File: src/rtl/pps_pkg.sv
package pps_pkg;
  // Arm/resync controller states.
  typedef enum logic {
    ST_IDLE  = 1'b0,
    ST_ARMED = 1'b1
  } arm_state_e;

  // Clock edges between the first edge that samples the sync input high and
  // the edge that reloads the counter (two synchronizer stages; edge detect is
  // combinational on the second stage).
  localparam int SYNC_LAT = 2;
endpackage

File: src/rtl/pps_sync2.sv
module pps_sync2 #(
  parameter int          W       = 1,
  parameter logic [W-1:0] RST_VAL = '0
) (
  input  logic         clk,
  input  logic         rst_n,
  input  logic [W-1:0] d,
  output logic [W-1:0] q
);
  logic [W-1:0] meta_q;
  logic [W-1:0] stab_q;

  always_ff @(posedge clk or negedge rst_n) begin
    if (!rst_n) begin
      meta_q <= RST_VAL;
      stab_q <= RST_VAL;
    end else begin
      meta_q <= d;
      stab_q <= meta_q;
    end
  end

  assign q = stab_q;
endmodule

File: src/rtl/pps_ctrl.sv
module pps_ctrl
  import pps_pkg::*;
(
  input  logic clk,
  input  logic rst_n,
  input  logic arm_n_s,   // synchronized arm request, active low
  input  logic sync_s,    // synchronized sync input
  input  logic pulse_hi,  // current output level
  output logic armed,
  output logic go         // restart the period this cycle
);
  arm_state_e state_q, state_d;
  logic       sync_d_q;
  logic       sync_rise;

  always_ff @(posedge clk or negedge rst_n) begin
    if (!rst_n) sync_d_q <= 1'b0;
    else        sync_d_q <= sync_s;
  end

  assign sync_rise = sync_s & ~sync_d_q;
  assign go        = (state_q == ST_ARMED) & sync_rise;

  // A resync takes priority over a new arm request in the same cycle.
  always_comb begin
    state_d = state_q;
    if (go)                       state_d = ST_IDLE;
    else if (pulse_hi && !arm_n_s) state_d = ST_ARMED;
  end

  always_ff @(posedge clk or negedge rst_n) begin
    if (!rst_n) state_q <= ST_IDLE;
    else        state_q <= state_d;
  end

  assign armed = (state_q == ST_ARMED);
endmodule

File: src/rtl/pps_counter.sv
module pps_counter #(
  parameter int PERIOD         = 15_360_000,
  parameter int PULSE          = 153_600,
  parameter int PRELOAD        = 2,
  parameter bit START_AT_PULSE = 1'b0,
  parameter int N_OUT          = 3,
  localparam int CW            = $clog2(PERIOD)
) (
  input  logic             clk,
  input  logic             rst_n,
  input  logic             go,
  output logic [CW-1:0]    cnt,
  output logic             pulse_hi,
  output logic [N_OUT-1:0] pins
);
  localparam logic [CW-1:0] LAST    = CW'(PERIOD - 1);
  localparam logic [CW-1:0] HI_END  = CW'(PULSE);
  localparam logic [CW-1:0] LOAD    = CW'(PRELOAD);
  localparam logic [CW-1:0] RST_CNT = START_AT_PULSE ? '0 : CW'(PULSE);

  logic [CW-1:0] cnt_q, cnt_d;
  logic          hi_d;

  always_comb begin
    if (go)                 cnt_d = LOAD;
    else if (cnt_q == LAST) cnt_d = '0;
    else                    cnt_d = cnt_q + 1'b1;
  end

  assign hi_d = (cnt_d < HI_END);

  always_ff @(posedge clk or negedge rst_n) begin
    if (!rst_n) cnt_q <= RST_CNT;
    else        cnt_q <= cnt_d;
  end

  // One flop per pin so each output has its own driver.
  for (genvar i = 0; i < N_OUT; i++) begin : g_pin
    logic pin_q;
    always_ff @(posedge clk or negedge rst_n) begin
      if (!rst_n) pin_q <= 1'b0;
      else        pin_q <= hi_d;
    end
    assign pins[i] = pin_q;
  end

  assign cnt      = cnt_q;
  assign pulse_hi = pins[0];
endmodule

File: src/rtl/pps_divider.sv
module pps_divider
  import pps_pkg::*;
#(
  parameter int CLK_HZ         = 15_360_000,
  parameter int PULSE_CYCLES   = 153_600,
  parameter bit START_AT_PULSE = 1'b0,
  parameter int N_OUT          = 3
) (
  input  logic             clk,
  input  logic             rst_n,
  input  logic             arm_n,
  input  logic             sync_in,
  output logic [N_OUT-1:0] pps_out
);
  localparam int CW = $clog2(CLK_HZ);

  logic          arm_n_s;
  logic          sync_s;
  logic          armed_q;
  logic          resync_go;
  logic          pulse_hi;
  logic [CW-1:0] cnt_q;

  pps_sync2 #(.W(1), .RST_VAL(1'b1)) u_arm_sync (
    .clk(clk), .rst_n(rst_n), .d(arm_n), .q(arm_n_s)
  );

  pps_sync2 #(.W(1), .RST_VAL(1'b0)) u_sync_sync (
    .clk(clk), .rst_n(rst_n), .d(sync_in), .q(sync_s)
  );

  pps_ctrl u_ctrl (
    .clk(clk), .rst_n(rst_n), .arm_n_s(arm_n_s), .sync_s(sync_s),
    .pulse_hi(pulse_hi), .armed(armed_q), .go(resync_go)
  );

  pps_counter #(
    .PERIOD(CLK_HZ), .PULSE(PULSE_CYCLES), .PRELOAD(SYNC_LAT),
    .START_AT_PULSE(START_AT_PULSE), .N_OUT(N_OUT)
  ) u_cnt (
    .clk(clk), .rst_n(rst_n), .go(resync_go), .cnt(cnt_q),
    .pulse_hi(pulse_hi), .pins(pps_out)
  );
endmodule

File: config.mk
export PLATFORM = sky130hd
export DESIGN_NAME = pps_divider
export DESIGN_NICKNAME = d
export VERILOG_FILES = /design/src/rtl/pps_pkg.sv /design/src/rtl/pps_sync2.sv /design/src/rtl/pps_ctrl.sv /design/src/rtl/pps_counter.sv /design/src/rtl/pps_divider.sv
export SDC_FILE = /design/constraint.sdc
export NUM_CORES = 1
export LEC_CHECK = 0
export BUFFER_PORTS_ARGS = -buffer_cell sky130_fd_sc_hd__buf_2
export CELL_PAD_IN_SITES_DETAIL_PLACEMENT = 1
export CELL_PAD_IN_SITES_GLOBAL_PLACEMENT = 2
export CORE_ASPECT_RATIO = 1.25
export CORE_MARGIN = 4
export CORE_UTILIZATION = 39
export DETAILED_ROUTE_END_ITERATION = 10
export PLACE_DENSITY_LB_ADDON = 0.12
export SYNTH_ARGS = -nofsm -noshare
export SYNTH_HDL_FRONTEND = slang
export SYNTH_HIERARCHICAL = 1
export SYNTH_SLANG_ARGS = --single-unit
File: constraint.sdc
create_clock -name clk -period 2.2 [get_ports clk]
set_input_delay 0.11 -clock clk [delete_from_list [all_inputs] [get_ports clk]]
set_output_delay 0.11 -clock clk [all_outputs]
set_load 0.005 [all_outputs]
==> reports/metrics.cfg <==
[placed_design]
dp_hpwl_mm = 2.485
dpl_cell_area_mm2 = 0.001663
io_buffers = 6
globalplace.congestion = 0.7948

[clock_tree]
clk_pin_slew_worst_paths_ps = 70
cts_tree = yes
clock-sinks = 31
cts_buffers = 5
cts-htree-levels = 2
clk_latency_ps = 280
ctsRootBufferMaster = clkbuf_8
post_cts_resized = 0
clockBufferDepth = 2

[critical_path]
startpoint_type = flop
critical_path_depth = 8
path_buf_inv = 1
path_cells = ha_1 > nand2_1 > nor4_4 > buf_4 > a41o_2 > or4_1 > nand4_1 > a21oi_1
crit_required_ps = 2360
path_max_fanout = 7
r2r_end = u_cnt/pulse_hi
cp-startpoint = u_cnt/cnt[0]
crit_family = simple AND/OR/NAND/NOR gates
cp.arrival_ps = 2250
crit_type = reg -> reg
cpPeakStageDelay_ps = 520
cp-endpoint = u_cnt/pulse_hi
crit_slowest_cell = or4_1
cp-end-kind = flop
r2r_start = u_cnt/cnt[0]
r2r_setup_slack_ps = 110
r2r_cells = 8

[power_and_ir_drop]
swShare = 0.2741
p_int_mw = 1.002
combPwrFrac = 0.142
power_density_mw_per_mm2 = 766.8
seq_power_share = 0.503
p_clk_frac = 0.354
ir_drop_mv = 0.4507
power.leakage_nw = 0.7880
total_power_mw = 1.381
switchingPower_uw = 378.4

[layout]
layout-drive-gt1-share = 0.1818
nets = 180
synthToLayoutAreaGrowth_pct = 14.48
regArea_um2 = 783.3
multi_input_area_um2 = 729.5
diodes = 0
num-fill-cells = 456
fin_area_mm2 = 0.001800

[die]
core-area_mm2 = 0.003847
die_x_um = 64.80
start_util = 0.4088
row_count = 25
die_area_mm2 = 0.005119
die_h_um = 79
ios = 7

[detailed_routing]
drt_wl_total_mm = 3.404
drt-initial-drc-count = 33
via_per_inst = 5.013
drc = 0
wl_per_cell_um = 14.80
first_pass_iters = 3
dr_total_vias = 1153
antenna_left = 0

[logic_synthesis]
ys_ff_latch = 31
synth_area_mm2 = 0.001573
avgSynthCellArea_um2 = 9.892
synth_cell_types = 32
syn_inst = 159
syn-num-nets = 164
ys_seq_area_frac = 0.4980
yosysWarnings = 6

[sta]
period_share = 0.9503
finalMaxSlewViolations = 0
hold_violations = 0
max_freq_mhz = 478.3
slew_headroom = 0.5274
grt_setup_unrepaired = false
finalSetupTns_ps = 0
finalSetupViolations = 0
fin_crit_ps = 2091
fin_worst_skew_ps = 5.131
worstMarginPinSlew_ps = 708.9

[global_route]
antenna_found_initial = 0
grt_pass1_vias = 1319
grt_max_degree = 32
grt_pass1_wl_mm = 6.134
overflow = 0
gr-usage-all-layers = 0.1583

[worst_hold_path]
worst_hold_path_type = reg -> reg
whs_path_depth = 0

[run_status]
outcome = finished clean

[flow_run]
cap_violations = 0

[synthesized netlist by cell type, drive strengths merged]
master,n,share of area
ha,1,0.0080
dfrtp,25,0.40
mux2i,2,0.013
and2,2,0.0080
buf,3,0.014
a21o,2,0.0095
or2,2,0.0080
nand3,9,0.037
o21ai,1,0.0032
dfstp,6,0.10
xnor2,12,0.067
a21oi,1,0.0032
a22o,1,0.0056
nor4,5,0.029
nand4,8,0.032
xor2,12,0.067
inv,4,0.0095
a41oi,1,0.0056
nand2b,1,0.0087
and3,2,0.0080
a41o,1,0.0072
nor3,3,0.0095
nand2,16,0.038
nor2,33,0.079
nor3b,1,0.0080
clkbuf,3,0.014
or4,1,0.0048
a32oi,1,0.0056
[logic make-up (layout without fill, tap and decap cells)]
logic type | after synthesis | after routing | share of synthesized area
AO/OA/AOI/OAI | 8 | 8 | 0.03977
XOR/XNOR | 24 | 24 | 0.1337
adder cells (fa/ha/maj) | 1 | 1 | 0.007954
buffers and inverters | 10 | 27 | 0.03817
flip-flops | 31 | 31 | 0.4980
multiplexers | 2 | 2 | 0.01273
AND/OR/NAND/NOR | 83 | 83 | 0.2697
[metal layers]
| layer | share of wire | track usage | vias to the layer above |
|---|---|---|---|
| met4 | 0.016 | 0.07188 | 0 |
| met2 | 0.53 | 0.2805 | 10 |
| li1 | - | - | 562 |
| met5 | 0 | 0 | - |
| met3 | 0.020 | 0.04243 | 4 |
| met1 | 0.43 | 0.1740 | 577 |
[worst register-to-register path, delay by kind of cell (launching register included)]
family                     cells  cell delay (ps)
buffers and inverters          1              170
DFF                            1              410
adders and majority gates      1              220
AOI/OAI and AO/OA              2              310
and+or+nand+nor                4              870
[worst min-delay path by stage]
| stage | startpoint | slack [ps] | to |
|---|---|---|---|
| floorplan | rst_n | -190 | u_cnt/cnt[0] |
| global placement | rst_n | 190 | u_cnt/cnt[4] |
| detailed placement | rst_n | 200 | u_cnt/cnt[4] |
| CTS | u_sync_sync/meta_q | 360 | u_sync_sync/q |
| global route | u_arm_sync/meta_q | 370 | u_arm_sync/q |
| finish | u_arm_sync/meta_q | 360 | u_arm_sync/q |
[through the flow]
step                std cells  setup slack (ps)    util  hold slack (ps)
finish                    230             109.4  0.4680            361.7
detailed placement        218             166.8  0.4322            202.7
global route              230             4.181  0.4680            373.2
floorplan                 159             286.4       -           -185.6
CTS                       229             110.0  0.4660            361.2
global placement          218             228.9  0.4322            190.4
[power groups by stage]
stage | combinational, mW | sequential [mW] | clock [mW]
finish | 0.197 | 0.695 | 0.489
floorplan | 0.136 | 0.691 | 0
detailed placement | 0.195 | 0.706 | 0
CTS | 0.201 | 0.695 | 0.509
global placement | 0.187 | 0.701 | 0
global route | 0.224 | 0.702 | 0.548
[state kept, by name (all words and copies together), names as in the netlist]
name and count:
u_ctrl/sync_d_q 1, u_cnt/cnt 24, u_sync_sync/meta_q 1, u_arm_sync/q 1, u_sync_sync/q 1, u_cnt/pulse_hi 1
u_ctrl/armed 1, u_arm_sync/meta_q 1
[cell type report]
class | count | area share
sequential | 31 | 0.4350
multi-input combinational | 118 | 0.4051
timing repair buffer | 15 | 0.05837
clock buffer | 8 | 0.05559
tap | 54 | 0.03753
inverter | 4 | 0.008339
[layout by cell type, fill, tap and decap left out]
master,netlist,final
a21o_1,2,2
a21oi_1,1,1
a22o_1,1,1
a32oi_1,1,1
a41o_2,1,1
a41oi_1,1,1
and2_1,2,2
and3_1,2,2
buf_2,0,6
buf_4,3,6
clkbuf_1,1,1
clkbuf_8,1,7
dfrtp_1,25,25
dfstp_2,6,6
dlygate4sd3_1,0,3
ha_1,1,1
inv_1,4,4
mux2i_1,2,2
nand2_1,16,16
nand2b_4,1,1
nand3_1,8,8
nand3_4,1,1
nand4_1,8,8
nor2_1,33,33
nor3_1,3,3
nor3b_2,1,1
nor4_1,4,4
nor4_4,1,1
o21ai_0,1,1
or2_2,2,2
or4_1,1,1
xnor2_1,12,12
xor2_1,12,12
[repair_timing]
action                     4_1_cts  5_1_grt
buffers inserted                 0        1
hold buffers                     3        0
setup endpoints to repair        0        1
hold endpoints to repair        27        0
Note: power is estimated with default switching activity, not from simulation.
